## src/rtl/pci_wr_pkg.sv

```systemverilog
package pci_wr_pkg;

  localparam logic [3:0] CMD_IO_WR  = 4'b0011;
  localparam logic [3:0] CMD_MEM_WR = 4'b0111;

  typedef enum logic {
    SPC_IO  = 1'b0,
    SPC_MEM = 1'b1
  } space_e;

  typedef enum logic [3:0] {
    ST_IDLE,
    ST_DECODE,
    ST_CLAIM,
    ST_WAIT,
    ST_SAMPLE,
    ST_XFER,
    ST_TRDYOFF,
    ST_HOLD,
    ST_END
  } tgt_state_e;

endpackage

```

## src/rtl/pci_wr_decode.sv

```systemverilog
module pci_wr_decode
  import pci_wr_pkg::*;
#(
  parameter int ADDR_W = 32,
  parameter int BASE_W = 24
) (
  input  logic              clk,
  input  logic              rst_n,
  input  logic              frame_n,
  input  logic [ADDR_W-1:0] ad,
  input  logic [3:0]        cbe_n,
  input  logic [BASE_W-1:0] io_base,
  input  logic [BASE_W-1:0] mem_base,
  input  logic              idle,
  output logic              addr_start,
  output logic              dec_hit,
  output logic              dec_miss,
  output logic [ADDR_W-1:0] addr_q,
  output space_e            space_q
);

  localparam int TOP = ADDR_W - 1;

  logic       frame_q;
  logic       valid_q;
  logic [3:0] cmd_q;
  logic       is_io;
  logic       is_mem;
  logic       hit_c;

  function automatic logic base_match(input logic [ADDR_W-1:0] a,
                                      input logic [BASE_W-1:0] b);
    return a[TOP -: BASE_W] == b;
  endfunction

  assign addr_start = idle && !frame_n && frame_q;

  always_ff @(posedge clk or negedge rst_n) begin
    if (!rst_n) begin
      frame_q <= 1'b1;
      valid_q <= 1'b0;
      cmd_q   <= 4'hF;
      addr_q  <= '0;
    end else begin
      frame_q <= frame_n;
      valid_q <= addr_start;
      if (addr_start) begin
        cmd_q  <= cbe_n;
        addr_q <= ad;
      end
    end
  end

  assign is_io   = (cmd_q == CMD_IO_WR);
  assign is_mem  = (cmd_q == CMD_MEM_WR);
  assign hit_c   = (is_io && base_match(addr_q, io_base)) ||
                   (is_mem && base_match(addr_q, mem_base));
  assign dec_hit  = valid_q && hit_c;
  assign dec_miss = valid_q && !hit_c;
  assign space_q  = is_mem ? SPC_MEM : SPC_IO;

  // every recognised address phase gets a verdict in the next cycle
  assert_verdict_follows_start_R1: assert property (
    @(posedge clk) disable iff (!rst_n)
    addr_start |=> (dec_hit || dec_miss)
  ) else $error("decode verdict missing after address phase");

endmodule

```

## src/rtl/pci_wr_fsm.sv

```systemverilog
module pci_wr_fsm
  import pci_wr_pkg::*;
(
  input  logic clk,
  input  logic rst_n,
  input  logic frame_n,
  input  logic irdy_n,
  input  logic addr_start,
  input  logic dec_hit,
  input  logic dec_miss,
  output logic idle,
  output logic lat_en,
  output logic devsel_n,
  output logic devsel_oe,
  output logic trdy_n,
  output logic trdy_oe,
  output logic stop_n,
  output logic stop_oe
);

  tgt_state_e state, state_nx;
  logic       burst_q;
  logic       devsel_act;
  logic       trdy_act;
  logic       stop_act;

  always_ff @(posedge clk or negedge rst_n) begin
    if (!rst_n) begin
      state   <= ST_IDLE;
      burst_q <= 1'b0;
    end else begin
      state <= state_nx;
      if (state == ST_DECODE)
        burst_q <= 1'b0;
      else if (state == ST_SAMPLE && !irdy_n)
        burst_q <= !frame_n;
    end
  end

  always_comb begin
    state_nx = state;
    case (state)
      ST_IDLE:    if (addr_start) state_nx = ST_DECODE;
      ST_DECODE:  state_nx = dec_hit ? ST_CLAIM : ST_IDLE;
      ST_CLAIM:   state_nx = ST_WAIT;
      ST_WAIT:    state_nx = ST_SAMPLE;
      ST_SAMPLE:  if (!irdy_n) state_nx = ST_XFER;
      ST_XFER:    state_nx = ST_TRDYOFF;
      ST_TRDYOFF: begin
        if (!burst_q)    state_nx = ST_IDLE;
        else if (frame_n) state_nx = ST_END;
        else             state_nx = ST_HOLD;
      end
      ST_HOLD:    if (frame_n) state_nx = ST_END;
      ST_END:     state_nx = ST_IDLE;
      default:    state_nx = ST_IDLE;
    endcase
  end

  always_comb begin
    devsel_oe = 1'b0;
    devsel_n  = 1'b1;
    trdy_oe   = 1'b0;
    trdy_n    = 1'b1;
    stop_oe   = 1'b0;
    stop_n    = 1'b1;
    case (state)
      ST_CLAIM, ST_WAIT, ST_SAMPLE: begin
        devsel_oe = 1'b1;
        devsel_n  = 1'b0;
        trdy_oe   = 1'b1;
      end
      ST_XFER: begin
        devsel_oe = 1'b1;
        devsel_n  = 1'b0;
        trdy_oe   = 1'b1;
        trdy_n    = 1'b0;
        stop_oe   = burst_q;
        stop_n    = !burst_q;
      end
      ST_TRDYOFF: begin
        devsel_oe = 1'b1;
        devsel_n  = !burst_q;
        trdy_oe   = 1'b1;
        stop_oe   = burst_q;
        stop_n    = !burst_q;
      end
      ST_HOLD: begin
        devsel_oe = 1'b1;
        devsel_n  = 1'b0;
        stop_oe   = 1'b1;
        stop_n    = 1'b0;
      end
      ST_END: begin
        devsel_oe = 1'b1;
        stop_oe   = 1'b1;
      end
      default: ;
    endcase
  end

  assign idle   = (state == ST_IDLE);
  assign lat_en = (state == ST_XFER);

  assign devsel_act = devsel_oe && !devsel_n;
  assign trdy_act   = trdy_oe && !trdy_n;
  assign stop_act   = stop_oe && !stop_n;

  // a rejected address phase leaves the bus untouched
  assert_miss_stays_quiet_R2: assert property (
    @(posedge clk) disable iff (!rst_n)
    dec_miss |=> !(devsel_oe || trdy_oe || stop_oe)
  ) else $error("target drove the bus after a decode miss");

  // claim shows as DEVSEL# low right after the decode cycle
  assert_devsel_after_hit_R3: assert property (
    @(posedge clk) disable iff (!rst_n)
    dec_hit |=> devsel_act
  ) else $error("DEVSEL# not asserted in cycle 2");

  // TRDY# is driven high for one cycle after the data phase
  assert_trdy_drive_high_R6: assert property (
    @(posedge clk) disable iff (!rst_n)
    $fell(trdy_act) |-> (trdy_oe && trdy_n)
  ) else $error("TRDY# released without a high cycle");

  assert_trdy_release_R6: assert property (
    @(posedge clk) disable iff (!rst_n)
    $fell(trdy_act) |=> !trdy_oe
  ) else $error("TRDY# still driven two cycles after data phase");

  // STOP# never appears without TRDY# in its first cycle
  assert_stop_with_trdy_R7: assert property (
    @(posedge clk) disable iff (!rst_n)
    $rose(stop_act) |-> trdy_act
  ) else $error("STOP# asserted apart from TRDY#");

  // STOP# holds while FRAME# is low
  assert_stop_hold_R8: assert property (
    @(posedge clk) disable iff (!rst_n)
    (stop_act && !frame_n) |=> stop_act
  ) else $error("STOP# dropped while FRAME# still low");

endmodule

```

## src/rtl/pci_wr_datapath.sv

```systemverilog
module pci_wr_datapath
  import pci_wr_pkg::*;
#(
  parameter int ADDR_W = 32,
  parameter int DATA_W = 32
) (
  input  logic              clk,
  input  logic              rst_n,
  input  logic              lat_en,
  input  logic [DATA_W-1:0] ad,
  input  logic [ADDR_W-1:0] addr_q,
  input  space_e            space_q,
  output logic              wr_stb,
  output logic [ADDR_W-1:0] wr_addr,
  output logic [DATA_W-1:0] wr_data,
  output logic              wr_space
);

  always_ff @(posedge clk or negedge rst_n) begin
    if (!rst_n) begin
      wr_stb   <= 1'b0;
      wr_addr  <= '0;
      wr_data  <= '0;
      wr_space <= 1'b0;
    end else begin
      wr_stb <= lat_en;
      if (lat_en) begin
        wr_addr  <= addr_q;
        wr_data  <= ad;
        wr_space <= (space_q == SPC_MEM);
      end
    end
  end

  // the write strobe lasts one cycle per dword
  assert_stb_single_R5: assert property (
    @(posedge clk) disable iff (!rst_n)
    wr_stb |=> !wr_stb
  ) else $error("write strobe longer than one cycle");

endmodule

```

## src/rtl/pci_wr_target.sv

```systemverilog
module pci_wr_target
  import pci_wr_pkg::*;
#(
  parameter int ADDR_W = 32,
  parameter int BASE_W = 24
) (
  input  logic              clk,
  input  logic              rst_n,
  input  logic              frame_n,
  input  logic              irdy_n,
  input  logic [ADDR_W-1:0] ad,
  input  logic [3:0]        cbe_n,
  input  logic [BASE_W-1:0] io_base,
  input  logic [BASE_W-1:0] mem_base,
  output logic              devsel_n,
  output logic              devsel_oe,
  output logic              trdy_n,
  output logic              trdy_oe,
  output logic              stop_n,
  output logic              stop_oe,
  output logic              wr_stb,
  output logic [ADDR_W-1:0] wr_addr,
  output logic [ADDR_W-1:0] wr_data,
  output logic              wr_space
);

  localparam int DATA_W = ADDR_W;

  logic              idle;
  logic              addr_start;
  logic              dec_hit;
  logic              dec_miss;
  logic              lat_en;
  logic [ADDR_W-1:0] addr_q;
  space_e            space_q;
  logic              trdy_act;

  pci_wr_decode #(.ADDR_W(ADDR_W), .BASE_W(BASE_W)) u_decode (
    .clk        (clk),
    .rst_n      (rst_n),
    .frame_n    (frame_n),
    .ad         (ad),
    .cbe_n      (cbe_n),
    .io_base    (io_base),
    .mem_base   (mem_base),
    .idle       (idle),
    .addr_start (addr_start),
    .dec_hit    (dec_hit),
    .dec_miss   (dec_miss),
    .addr_q     (addr_q),
    .space_q    (space_q)
  );

  pci_wr_fsm u_fsm (
    .clk        (clk),
    .rst_n      (rst_n),
    .frame_n    (frame_n),
    .irdy_n     (irdy_n),
    .addr_start (addr_start),
    .dec_hit    (dec_hit),
    .dec_miss   (dec_miss),
    .idle       (idle),
    .lat_en     (lat_en),
    .devsel_n   (devsel_n),
    .devsel_oe  (devsel_oe),
    .trdy_n     (trdy_n),
    .trdy_oe    (trdy_oe),
    .stop_n     (stop_n),
    .stop_oe    (stop_oe)
  );

  pci_wr_datapath #(.ADDR_W(ADDR_W), .DATA_W(DATA_W)) u_data (
    .clk      (clk),
    .rst_n    (rst_n),
    .lat_en   (lat_en),
    .ad       (ad),
    .addr_q   (addr_q),
    .space_q  (space_q),
    .wr_stb   (wr_stb),
    .wr_addr  (wr_addr),
    .wr_data  (wr_data),
    .wr_space (wr_space)
  );

  assign trdy_act = trdy_oe && !trdy_n;

  // TRDY# only goes low after IRDY# was seen low
  assert_trdy_needs_irdy_R4: assert property (
    @(posedge clk) disable iff (!rst_n)
    $rose(trdy_act) |-> $past(!irdy_n)
  ) else $error("TRDY# asserted without a ready initiator");

  // a write reaches the device only after a completed data phase
  assert_stb_after_xfer_R5: assert property (
    @(posedge clk) disable iff (!rst_n)
    wr_stb |-> $past(trdy_act && !irdy_n)
  ) else $error("write strobe without a data phase");

endmodule

```

## config.mk

```make
export PLATFORM = sky130hd
export DESIGN_NAME = pci_wr_target
export DESIGN_NICKNAME = d
export VERILOG_FILES = /design/src/rtl/pci_wr_pkg.sv /design/src/rtl/pci_wr_decode.sv /design/src/rtl/pci_wr_fsm.sv /design/src/rtl/pci_wr_datapath.sv /design/src/rtl/pci_wr_target.sv
export SDC_FILE = /design/constraint.sdc
export NUM_CORES = 1
export LEC_CHECK = 0
export BUFFER_PORTS_ARGS = -buffer_cell sky130_fd_sc_hd__buf_4
export CAP_MARGIN = 20
export CORE_UTILIZATION = 55
export DETAILED_ROUTE_END_ITERATION = 16
export GPL_TIMING_DRIVEN = 1
export MAX_ROUTING_LAYER = met4
export PLACE_DENSITY = 0.86
export SYNTH_ARGS = -nofsm -noshare
export SYNTH_HDL_FRONTEND = slang
export SYNTH_SLANG_ARGS = --single-unit
```

## constraint.sdc

```tcl
create_clock -name clk -period 4.7 [get_ports clk]
set_clock_uncertainty 0.1 [all_clocks]
set_input_delay 0.47 -clock clk [delete_from_list [all_inputs] [get_ports clk]]
set_output_delay 0.47 -clock clk [all_outputs]
set_load 0.01 [all_outputs]
```

# == Word-level counts from Yosys, hierarchy flattened ==
# Index checks and enable logic that the tools add are counted.
# totals
regBits,109
output_inout_bits,72
# op_classes
n_eq_ne,15
n_mux,16
reduce_logical,18
# ops
cell,count
24-bit equality test,2
4-bit one-hot mux with 8 select lines,1
"4-bit by 3-bit equality test with 1-bit output, second input constant",5
4-bit 2-to-1 mux,5
"4-bit by 2-bit equality test with 1-bit output, second input constant",3
5-bit OR reduction,2
7-bit OR reduction,1
1-bit logical AND,6
1-bit 2-to-1 mux,6
"2-bit != test, second input constant",3
1-bit one-hot mux with 2 select lines,3
"4-bit by 1-bit equality test with 1-bit output, second input constant",1
"4-bit equality test, second input constant",1
4-bit logical NOT,1
2-bit OR reduction,2
1-bit logical NOT,3
3-bit AND reduction,1
2-bit 2-to-1 mux,1
2-bit nonzero test,1
1-bit logical OR,1

# == Depth between registers and ports, before layout ==
# depth
depth_word,6
depth_mapped,7
mapped_depth_nobuf,5

# == Hierarchy ==
# From an unflattened synthesis, not the netlist that was laid out.
# hier_totals
cells_unflattened,409
hier_area_um2,5001.0
# modules_own_cells
module,instances,cells_per_inst,area_per_inst_um2
pci_wr_datapath,1,138,2643.8
pci_wr_decode,1,226,1961.9
pci_wr_fsm,1,45,395.4

# == Worst setup path before layout ==
# OpenSTA, ideal clock, no wires.
# synth_path
path_kind,register to output
start,register u_fsm.state[0]
end,output port stop_oe
arrival_ns,1.160
required_time_ns,4.130
slack_ns,2.970
path_stages_with_launch,5
path_buffers,1
path_cell_list,dfrtp_1 -> buf_2 -> maj3_1 -> nand2_1 -> nand2_1
# synth_via
elab_chain_cells,3
word_cells_on_any_way,7
cone_classes,eq/ne: 4; mux: 1; reduce/logical: 2
# synth_lines
element,line_no,rtl
"start, declared",pci_wr_fsm.sv:21,"tgt_state_e state, state_nx;"
"start signal, assigned",pci_wr_fsm.sv:32,state <= state_nx;
4-bit by 3-bit equality test with 1-bit output or 4-bit equality test (tied branches),pci_wr_fsm.sv:67,case (state)
2-bit OR reduction (no source line),-,
1-bit one-hot mux with 2 select lines *,pci_wr_fsm.sv:67,
"end, declared",pci_wr_target.sv:20,"output logic stop_oe,"
# Mark *: on every way between the ends. The rest lies on a longest branch, timed or not.

# == Final worst setup path ==
# layout_path
start,register u_fsm.state[2]
end,output port trdy_n
# layout_via
elab_chain_cells,2
# layout_lines
element,line_no,rtl
4-bit by 3-bit equality test with 1-bit output,pci_wr_fsm.sv:67,
1-bit 2-to-1 mux,pci_wr_fsm.sv:67,
"end, declared",pci_wr_target.sv:17,"output logic trdy_n,"
# No other way between the ends.

==> flow_summary_export.csv <==
group,metric,value,unit
synthesis,synth_sequential_area_ratio,55.84,%
floorplan,die_area,0.009283,mm²
worst_setup_path,worst_setup_path_end_kind,"primary output",
worst_setup_path,path_class,"reg2out",
synthesis,postSynthNetCount,424,
layout,post_route_cells_drive_above_1_share,54.38,%
timing,holdWs,0.1433,ns
timing,finalSetupViolations,0,
flow_run,cap_viol_max_count,0,
global_routing,track_usage,25.80,%
worst_setup_path,critical_path.startpoint,"u_fsm.state[2]",
timing,timing_worst_slew_pin_value,0.6203,ns
cts,cts_made_buffers,9,
worst_setup_path,worstReg2RegEnd,"u_data.wr_data[10]",
timing,period_needed,2.480,ns
worst_setup_path,worst_r2r_path_depth,5,
timing,totalNegativeSetupSlack,0,ns
global_routing,first_global_vias,3288,
hold_path,min_path_type,"in2reg",
place,placedCellCount,592,
floorplan,initial_core_util,56.42,%
place,hpwlAfterDp,8462,µm
synthesis,ys_types,39,
timing,final.period_utilization,52.76,%
worst_setup_path,cp_top_family,"simple AND/OR/NAND/NOR gates",
route,number_of_nets_with_antenna_violations_after_detailed_routing,0,
route,routed_wirelength,11240,µm
timing,slew_violations,0,
layout,stdcell_count,610,
synthesis,synthCells,336,
worst_setup_path,critical_path.n_buffers_inverters,2,
floorplan,die-width,96.35,µm
layout,fin_nets,585,
run_status,status,"completed",
worst_setup_path,cp.required,4.13,ns
synthesis,synth_enable_flop_cells,0,
floorplan,io_pins,160,
route,remaining_drc_errors,0,
layout,layout_commonest_cell,"buf_4",
timing,timing.slew.headroom,58.64,%
place,buffer_ports.inserted,159,
cts,cts-root-buf,"clkbuf_8",
hold_path,hp-start,"frame_n",
floorplan,die_height,96.35,µm
worst_setup_path,timing.critical_path.cells,"inv_2, nor2_4, nand3b_4, buf_4",
cts,tritoncts,"done",
power,leakage,0.003006,µW
floorplan,core-area,0.008678,mm²
global_routing,antenna_found_initial,0,
place,gp_congestion,0.9407,
worst_setup_path,slowest_stage,"dfrtp_1",
layout,area_growth,29.64,%
floorplan,fp-row-count,34,
synthesis,netlist_area,0.004896,mm²
synthesis,yosys_warnings,0,
route,drt-initial-drc-count,99,
layout,num_antenna_cells,0,
worst_setup_path,r2r_start,"u_fsm.state[2]",
power,p_per_area,663.5,mW/mm²
layout,final_util,73.14,%
global_routing,grt_start_max_net_pins,84,
hold_path,hold-path-cell-count,1,
timing,achievable-frequency,0.4033,GHz
worst_setup_path,timing.critical_path.slowest_cell_delay,0.54,ns
route,avgViaCountPerCell,5.416,
synthesis,async_flop_share,100.0,%
worst_setup_path,worstSetupEndpoint,"trdy_n",
timing,setup_repair_after_global_routing_missed_its_margin,"no",
worst_setup_path,worstSetupPathDepth,4,
worst_setup_path,cp-start-kind,"register",
route,routed_wire_length_per_instance,18.43,µm
cts,numClockSinks,109,
timing,hold_viol,0,
route,first_pass_iters,4,
route,vias,3304,
cts,clock_edge_transition_at_the_registers_on_the_reported_setup_and_hold_paths,0.10,ns
cts,clock_tree.htree_level_count,3,
worst_setup_path,critical_path.max_fanout,32,
cts,largest_buffer_count_on_any_clock_path,2,
global_routing,grt_pass1_wl,16930,µm
cts,clock_latency,0.36,ns
worst_setup_path,regToRegSetupSlack,2.28,ns
global_routing,gr-total-overflow,0,
synthesis,synth_seq_cells,109,
cts,cts_resized,0,
worst_setup_path,worst-endpoint-arrival,1.91,ns
layout,layout.cells.most_common_list,"buf_4, dfrtp_1, mux2_2",
synthesis,yosys_most_used_dff,"dfrtp_1",
power,max-vdd-ir-drop,0.0003930,V
synthesis,syn_area_cell,14.57,µm²
[worst min-delay path by stage]
stage,end,slack (ns)
6_report,u_decode.frame_q,0.14
5_1_grt,u_decode.frame_q,0.13
4_1_cts,u_decode.frame_q,0.13
3_5_place_dp,u_data.wr_data[2],0.38
3_3_place_gp,u_data.wr_data[26],0.37
2_1_floorplan,u_data.wr_addr[0],0.07
[stage by stage]
| stage | worst slack [ns] | cell area (µm²) | total power [µW] |
|---|---|---|---|
| 2_1_floorplan | 2.970 | 4896 | 2902 |
| 3_3_place_gp | 2.406 | 6130 | 3604 |
| 3_5_place_dp | 2.281 | 6130 | 3705 |
| 4_1_cts | 2.215 | 6310 | 4234 |
| 5_1_grt | 2.102 | 6347 | 4460 |
| 6_report | 2.220 | 6347 | 4212 |
[state kept, by name (all words and copies together) (netlist names)]
name,cells
u_data.wr_space,1
u_decode.cmd_q,4
u_data.wr_addr,32
u_decode.addr_q,32
u_data.wr_stb,1
u_decode.frame_q,1
u_fsm.state,4
u_fsm.burst_q,1
u_data.wr_data,32
u_decode.valid_q,1
[cell families (layout without fill, tap and decap cells)]
group,count (synthesis),in the layout,synth area share (%)
AO/OA/AOI/OAI,15,15,1.942
XOR/XNOR,48,48,8.587
adder cells (fa/ha/maj),1,1,0.2045
buffers and inverters,17,183,2.607
flip-flops,109,109,55.84
multiplexers,100,100,25.22
AND/OR/NAND/NOR,46,46,5.597
[worst reg2reg max path: cells and delay by family (launching register included)]
| kind | cells | cell delay [ns] |
|---|---|---|
| buffers and inverters | 2 | 0.72 |
| flip-flops | 1 | 0.54 |
| multiplexers | 1 | 0.42 |
| AND/OR/NAND/NOR | 2 | 0.56 |
[synth_stat cells, types with 2 or more instances]
cell type	n	share of area, %
nor4b_1	2	0.36
nor3_1	5	0.51
mux2_4	29	8.9
xnor2_1	47	8.4
nor2_1	4	0.31
buf_6	7	1.6
dfstp_2	5	2.7
mux2_2	54	12
nand2_1	11	0.84
nor4_1	2	0.26
inv_1	2	0.15
o21ai_0	4	0.41
or3_1	2	0.26
buf_2	4	0.41
mux2_1	17	3.9
nand4_1	13	1.7
a21oi_1	3	0.31
dfrtp_1	104	53
[power breakdown]
group	internal, µW	switching, µW	total (µW)
registers	1410	426	1840
logic	1130	715	1850
clock network	202	323	525
[area by class of cell]
type                    count  area, µm²
flip-flops and latches    109       2734
fillers                   596       2331
multi-input cells         210       2034
repair buffers            163       1246
well taps                 108      135.1
clock buffers               9      123.9
clock inverters             7      56.30
inverters                   4      17.52
[per-layer routing]
metal | GRT usage [%] | share of wire, %
met1 | 32.13 | 42
met2 | 41.84 | 49
met4 | 9.559 | 2.8
met5 | - | 0
met3 | 5.292 | 6.2
[timing repair]
item                                   4_1_cts  5_1_grt
hold buffers                                 0        1
setup buffers                                0        0
endpoints found under the hold margin        0        6
(Power assumes the default switching activity.)
